**config.mk**
```make
export PLATFORM = sky130hd
export DESIGN_NAME = ptr_lru_tags
export DESIGN_NICKNAME = d
export VERILOG_FILES = /design/src/rtl/ptr_lru_pkg.sv /design/src/rtl/ptr_lru_tag_array.sv /design/src/rtl/ptr_lru_encoder.sv /design/src/rtl/ptr_lru_pointer.sv /design/src/rtl/ptr_lru_tags.sv
export SDC_FILE = /design/constraint.sdc
export NUM_CORES = 2
export LEC_CHECK = 0
export ABC_AREA = 1
export BUFFER_PORTS_ARGS = -buffer_cell sky130_fd_sc_hd__buf_2
export CAP_MARGIN = 20
export CELL_PAD_IN_SITES_DETAIL_PLACEMENT = 1
export CELL_PAD_IN_SITES_GLOBAL_PLACEMENT = 2
export CORE_MARGIN = 2
export CORE_UTILIZATION = 40
export CTS_CLUSTER_DIAMETER = 60
export DETAILED_ROUTE_END_ITERATION = 10
export PLACE_DENSITY = 0.86
export SLEW_MARGIN = 30
export SYNTH_ARGS = -nofsm -noshare
export SYNTH_HDL_FRONTEND = slang
export SYNTH_HIERARCHICAL = 1
export SYNTH_SLANG_ARGS = --single-unit
```
**constraint.sdc**
```tcl
create_clock -name clk -period 7.1 [get_ports clk]
set_clock_uncertainty 0.2 [all_clocks]
set_input_delay 1.065 -clock clk [delete_from_list [all_inputs] [get_ports clk]]
set_output_delay 1.065 -clock clk [all_outputs]
set_load 0.05 [all_outputs]
```
**src/rtl/ptr_lru_pkg.sv**
```systemverilog
package ptr_lru_pkg;
  function automatic int unsigned idx_width(input int unsigned n);
    return (n <= 2) ? 1 : $clog2(n);
  endfunction
endpackage

```
**src/rtl/ptr_lru_tag_array.sv**
```systemverilog
module ptr_lru_tag_array #(
  parameter int unsigned ENTRIES = 64,
  parameter int unsigned TAG_W   = 20,
  localparam int unsigned IDX_W  = ptr_lru_pkg::idx_width(ENTRIES)
) (
  input  logic               clk,
  input  logic               rst,
  input  logic               wr_en,
  input  logic [IDX_W-1:0]   wr_idx,
  input  logic [TAG_W-1:0]   wr_tag,
  input  logic [TAG_W-1:0]   cmp_a_tag,
  input  logic [TAG_W-1:0]   cmp_b_tag,
  output logic [ENTRIES-1:0] match_a,
  output logic [ENTRIES-1:0] match_b,
  output logic [ENTRIES-1:0] valid_vec
);
  logic [TAG_W-1:0]   tag_q [ENTRIES];
  logic [ENTRIES-1:0] valid_q;

  always_ff @(posedge clk) begin
    if (rst) begin
      valid_q <= '0;
    end else if (wr_en) begin
      valid_q[wr_idx] <= 1'b1;
    end
  end

  always_ff @(posedge clk) begin
    if (wr_en) begin
      tag_q[wr_idx] <= wr_tag;
    end
  end

  for (genvar e = 0; e < ENTRIES; e++) begin : g_cmp
    assign match_a[e] = valid_q[e] && (tag_q[e] == cmp_a_tag);
    assign match_b[e] = valid_q[e] && (tag_q[e] == cmp_b_tag);
  end

  assign valid_vec = valid_q;
endmodule

```
**src/rtl/ptr_lru_encoder.sv**
```systemverilog
module ptr_lru_encoder #(
  parameter int unsigned ENTRIES = 64,
  localparam int unsigned IDX_W  = ptr_lru_pkg::idx_width(ENTRIES)
) (
  input  logic [ENTRIES-1:0] onehot,
  output logic               any,
  output logic [IDX_W-1:0]   idx
);
  always_comb begin
    idx = '0;
    for (int e = 0; e < ENTRIES; e++) begin
      if (onehot[e]) idx = idx | IDX_W'(e);
    end
  end
  assign any = |onehot;
endmodule

```
**src/rtl/ptr_lru_pointer.sv**
```systemverilog
module ptr_lru_pointer #(
  parameter int unsigned ENTRIES = 64,
  localparam int unsigned IDX_W  = ptr_lru_pkg::idx_width(ENTRIES),
  localparam logic [IDX_W-1:0] LAST = IDX_W'(ENTRIES - 1)
) (
  input  logic             clk,
  input  logic             rst,
  input  logic             advance,
  output logic [IDX_W-1:0] ptr
);
  logic [IDX_W-1:0] ptr_q;

  always_ff @(posedge clk) begin
    if (rst) begin
      ptr_q <= '0;
    end else if (advance) begin
      ptr_q <= (ptr_q == LAST) ? '0 : ptr_q + 1'b1;
    end
  end

  assign ptr = ptr_q;
endmodule

```
**src/rtl/ptr_lru_tags.sv**
```systemverilog
module ptr_lru_tags #(
  parameter int unsigned ENTRIES = 64,
  parameter int unsigned TAG_W   = 20,
  localparam int unsigned IDX_W  = ptr_lru_pkg::idx_width(ENTRIES)
) (
  input  logic             clk,
  input  logic             rst,
  input  logic             lookup_valid,
  input  logic [TAG_W-1:0] lookup_tag,
  output logic             hit,
  output logic [IDX_W-1:0] hit_idx,
  output logic [IDX_W-1:0] victim_idx,
  input  logic             fill_valid,
  input  logic [TAG_W-1:0] fill_tag,
  output logic [IDX_W-1:0] ptr
);
  logic [ENTRIES-1:0] lk_match;
  logic [ENTRIES-1:0] fl_match;
  logic [ENTRIES-1:0] valid_vec;
  logic               lk_any;
  logic               fl_dup;
  logic [IDX_W-1:0]   lk_idx;
  logic               fill_ok;
  logic               advance;
  logic [IDX_W-1:0]   ptr_w;

  ptr_lru_tag_array #(.ENTRIES(ENTRIES), .TAG_W(TAG_W)) u_array (
    .clk       (clk),
    .rst       (rst),
    .wr_en     (fill_ok),
    .wr_idx    (ptr_w),
    .wr_tag    (fill_tag),
    .cmp_a_tag (lookup_tag),
    .cmp_b_tag (fill_tag),
    .match_a   (lk_match),
    .match_b   (fl_match),
    .valid_vec (valid_vec)
  );

  ptr_lru_encoder #(.ENTRIES(ENTRIES)) u_enc (
    .onehot (lk_match),
    .any    (lk_any),
    .idx    (lk_idx)
  );

  assign fl_dup  = |fl_match;
  assign hit     = lookup_valid && lk_any;
  assign hit_idx = hit ? lk_idx : '0;
  // duplicate tags are refused so every lookup matches at most one entry
  assign fill_ok = fill_valid && !fl_dup;
  assign advance = fill_ok || (hit && (lk_idx == ptr_w));

  ptr_lru_pointer #(.ENTRIES(ENTRIES)) u_ptr (
    .clk     (clk),
    .rst     (rst),
    .advance (advance),
    .ptr     (ptr_w)
  );

  assign ptr        = ptr_w;
  assign victim_idx = ptr_w;
endmodule

```
==> metrics.yaml <==
outcome:
  status: "finished, final reports clean"
clocking:
  numCtsBuffers: 177
  ctsHoldBuffers: 0
  cts_tree: "done"
  cts.sinks: 1350
  cts_root_buf: "clkbuf_16"
  cts_setup_buffers: 0
  cts.clk_slew.worst_paths_ps: 60
  htree_levels: 4
  clock_latency_ps: 850
  ctsResizeCount: 0
  cts.path.max_buffers: 3
timing:
  setup_viol: 0
  rsz0062_at_grt: "no"
  slew_violations: 0
  period_share_pct: 89.4
  tightestPinTransition_ps: 1090
  period_needed_ps: 6350
  slew_headroom_pct: 27.2
  final-hold-violation-count: 0
  setup_tns_ps: 0
  max_freq_ghz: 0.158
critical_path:
  r2r_setup_slack_ps: 2400
  worstReg2RegStart: "u_array/tag_q[63][10]"
  rr_endpoint: "u_ptr/ptr[4]"
  crit_chain: "buf_6 -> inv_4 -> buf_4 -> nand2_1 -> o21ai_0 -> inv_1 -> nand2_1 -> nor2_1 -> nand2_1 -> nor2_1 -> nor2_1 -> nand4_1 -> nor2_1 -> nand2_1 -> inv_1 -> nor2_1 -> buf_2"
  cp_num_buf_inv: 6
  crit_type: "in2out"
  critPathTopFamily: "simple AND/OR/NAND/NOR gates"
  crit_path_start_kind: "input pin"
  worst-path-stages: 17
  cp.arrival_ps: 5080
  reg2regPathDepth: 18
  cp_common_cell: "nor2_1"
  cp-end-kind: "output port"
  cpMaxStageDelayCell: "nor2_1"
  critical_path_peak_fanout: 27
  cp_slowest_stage_delay_ps: 740
  required_ps: 5830
yosys:
  synth_area_per_cell_sq_um: 6.89
  yosysUniqueCellTypes: 27
  synth_top_area_share_pct: 46.2
  synth_top_area_cell: "edfxtp_1"
  synthCells: 12100
  syn_nets: 12100
  synth-seq-area-share_pct: 47.9
  yosysWarnings: 6
  synth_commonest_cells: "nand2_1 (5830), nor2_1 (1871), edfxtp_1 (1280)"
  yosysMostFrequentCell: "nand2_1"
  syn_area_sq_um: 83100
  ys_top_cells_by_area: "edfxtp_1 (46%), nand2_1 (26%), nor2_1 (8.4%)"
  synth-edff-count: 1280
  async_reset_ff_share_pct: 0
  ys_seq_elements: 1350
  ys.flop_type: "edfxtp_1"
route:
  wl_mm: 468
  vias: 88300
  via_per_inst: 5.88
  drc: 0
  avgRoutedWirePerCell_microns: 31.2
  antenna_left: 0
  drt_iter0_drc: 11200
  drt_pass1_iterations: 6
pwr:
  vdd_drop_max_mv: 0.271
  power.leakage_nw: 44.6
  powerDensity_nw_per_um2: 218
grt:
  antenna_found_initial: 36
  grt_pass1_vias: 87000
  grt.total_usage_pct: 43.2
  overflow: 0
  grt_pass1_wl_mm: 647
  grt_max_degree: 79
final_layout:
  syn_to_final_growth_pct: 15.0
  n_fill_cell: 26200
  drive_gt1_share_pct: 6.25
  final_nets: 12200
  post-route-util_pct: 46.2
hold_path:
  holdCritStartpoint: "u_array/valid_vec[40]"
  worstHoldPathCells: 2
  min_to: "u_array/valid_vec[40]"
  hold_path_class: "reg2reg"
job:
  drv_cap: 0
floorplan:
  pin_count: 63
  start_util_pct: 40.2
  fp.coreArea_sq_um: 207000
  dieArea_sq_um: 212000
  die_h_microns: 460
  fp-row-count: 167
  fp.dieW_microns: 460
placement:
  dp_hpwl_mm: 291
  io_buffers: 62
  gp_congestion: 0.947
==> power breakdown <==
group	total (mW)	leakage [nW]	switching, mW	internal, mW
Combinational	2.56	29.6	2.01	0.547
Clock	9.52	2.90	3.92	5.61
Sequential	8.76	12.1	0.0238	8.73
==> registers in the layout (all words and copies together), names as in the netlist <==
| signal | flops |
|---|---|
| u_array/valid_vec | 64 |
| u_array/tag_q | 1280 |
| u_ptr/ptr | 6 |
==> final cells by class <==
class / count / area, sq um / area share [%]
flip-flops and latches: 1350 / 39800 / 41.7
multi-input cells: 8909 / 36300 / 38.0
repair buffers: 426 / 5030 / 5.27
inverters: 1273 / 4930 / 5.15
clock buffers: 225 / 4760 / 4.98
well taps: 2704 / 3380 / 3.54
clock inverters: 108 / 1270 / 1.33
diodes: 30 / 75.1 / 0.0785
==> cell families after synthesis <==
family | share of synthesized area (%)
and+or+nand+nor | 36.6
buffers and inverters | 8.48
DFF | 47.9
AOI/OAI and AO/OA | 4.94
xor gates and xnor gates | 2.02
adders and majority gates | 0.0150
==> worst max-delay path by stage <==
stage                         startpoint           end  slack, ps
after floorplan            lookup_tag[6]    hit_idx[0]       2680
after global placement    lookup_tag[19]  u_ptr/ptr[4]        850
after detailed placement  lookup_tag[19]  u_ptr/ptr[4]        840
after CTS                 lookup_tag[19]    hit_idx[0]        940
after global routing      lookup_tag[19]    hit_idx[0]        880
final                     lookup_tag[19]    hit_idx[0]        750
==> placed cells by master, fill, tap and decap left out, types with 2 or more instances in the layout <==
| cell | count |
|---|---|
| inv_4 | 21 |
| buf_12 | 137 |
| nand2_2 | 4 |
| dfxtp_1 | 70 |
| clkinv_2 | 28 |
| xnor2_1 | 128 |
| clkbuf_16 | 180 |
| nor3_1 | 5 |
| nor2_1 | 1871 |
| clkinv_8 | 4 |
| nor3_4 | 4 |
| nor2_2 | 10 |
| bufinv_16 | 23 |
| buf_2 | 21 |
| clkbuf_8 | 28 |
| buf_6 | 15 |
| nand2_1 | 5830 |
| nand3_1 | 261 |
| o21ai_0 | 258 |
| xor2_1 | 64 |
| inv_6 | 33 |
| clkinv_1 | 17 |
| o22ai_1 | 420 |
| nand4_1 | 13 |
| inv_1 | 1232 |
| a21oi_1 | 30 |
| buf_4 | 234 |
| o21ai_1 | 4 |
| diode_2 | 30 |
| clkinv_4 | 2 |
| edfxtp_1 | 1280 |
| clkinvlp_4 | 19 |
| clkbuf_1 | 36 |
| o211ai_1 | 2 |
==> stage by stage <==
step / setup WS, ps / power, mW / instance area, sq um / hold WS [ps] / std cells
6_report: 754 / 20.8 / 95600 / 303 / 15000
5_1_grt: 877 / 21.2 / 95500 / 327 / 15000
4_1_cts: 941 / 20.8 / 95500 / 303 / 15000
3_5_place_dp: 842 / 11.4 / 89500 / 288 / 14700
3_3_place_gp: 849 / 11.3 / 89500 / 276 / 14700
2_1_floorplan: 2680 / 9.96 / 83100 / 251 / 12100
==> layer usage <==
metal  wire, microns  GRT usage [%]  part of all wire [%]
met3           51300           9.03                    11
met4           33500           26.8                   7.2
met2          205000           67.0                    44
met5              97              0                 0.021
met1          179000           55.2                    38
==> worst reg2reg max path, delay by kind of cell (launching register included) <==
family	cells	cell delay [ps]
buffers and inverters	2	220
flip-flops	1	530
AO/OA/AOI/OAI	4	970
AND/OR/NAND/NOR	12	2700
No activity file was read; power rests on OpenSTA's default activity.
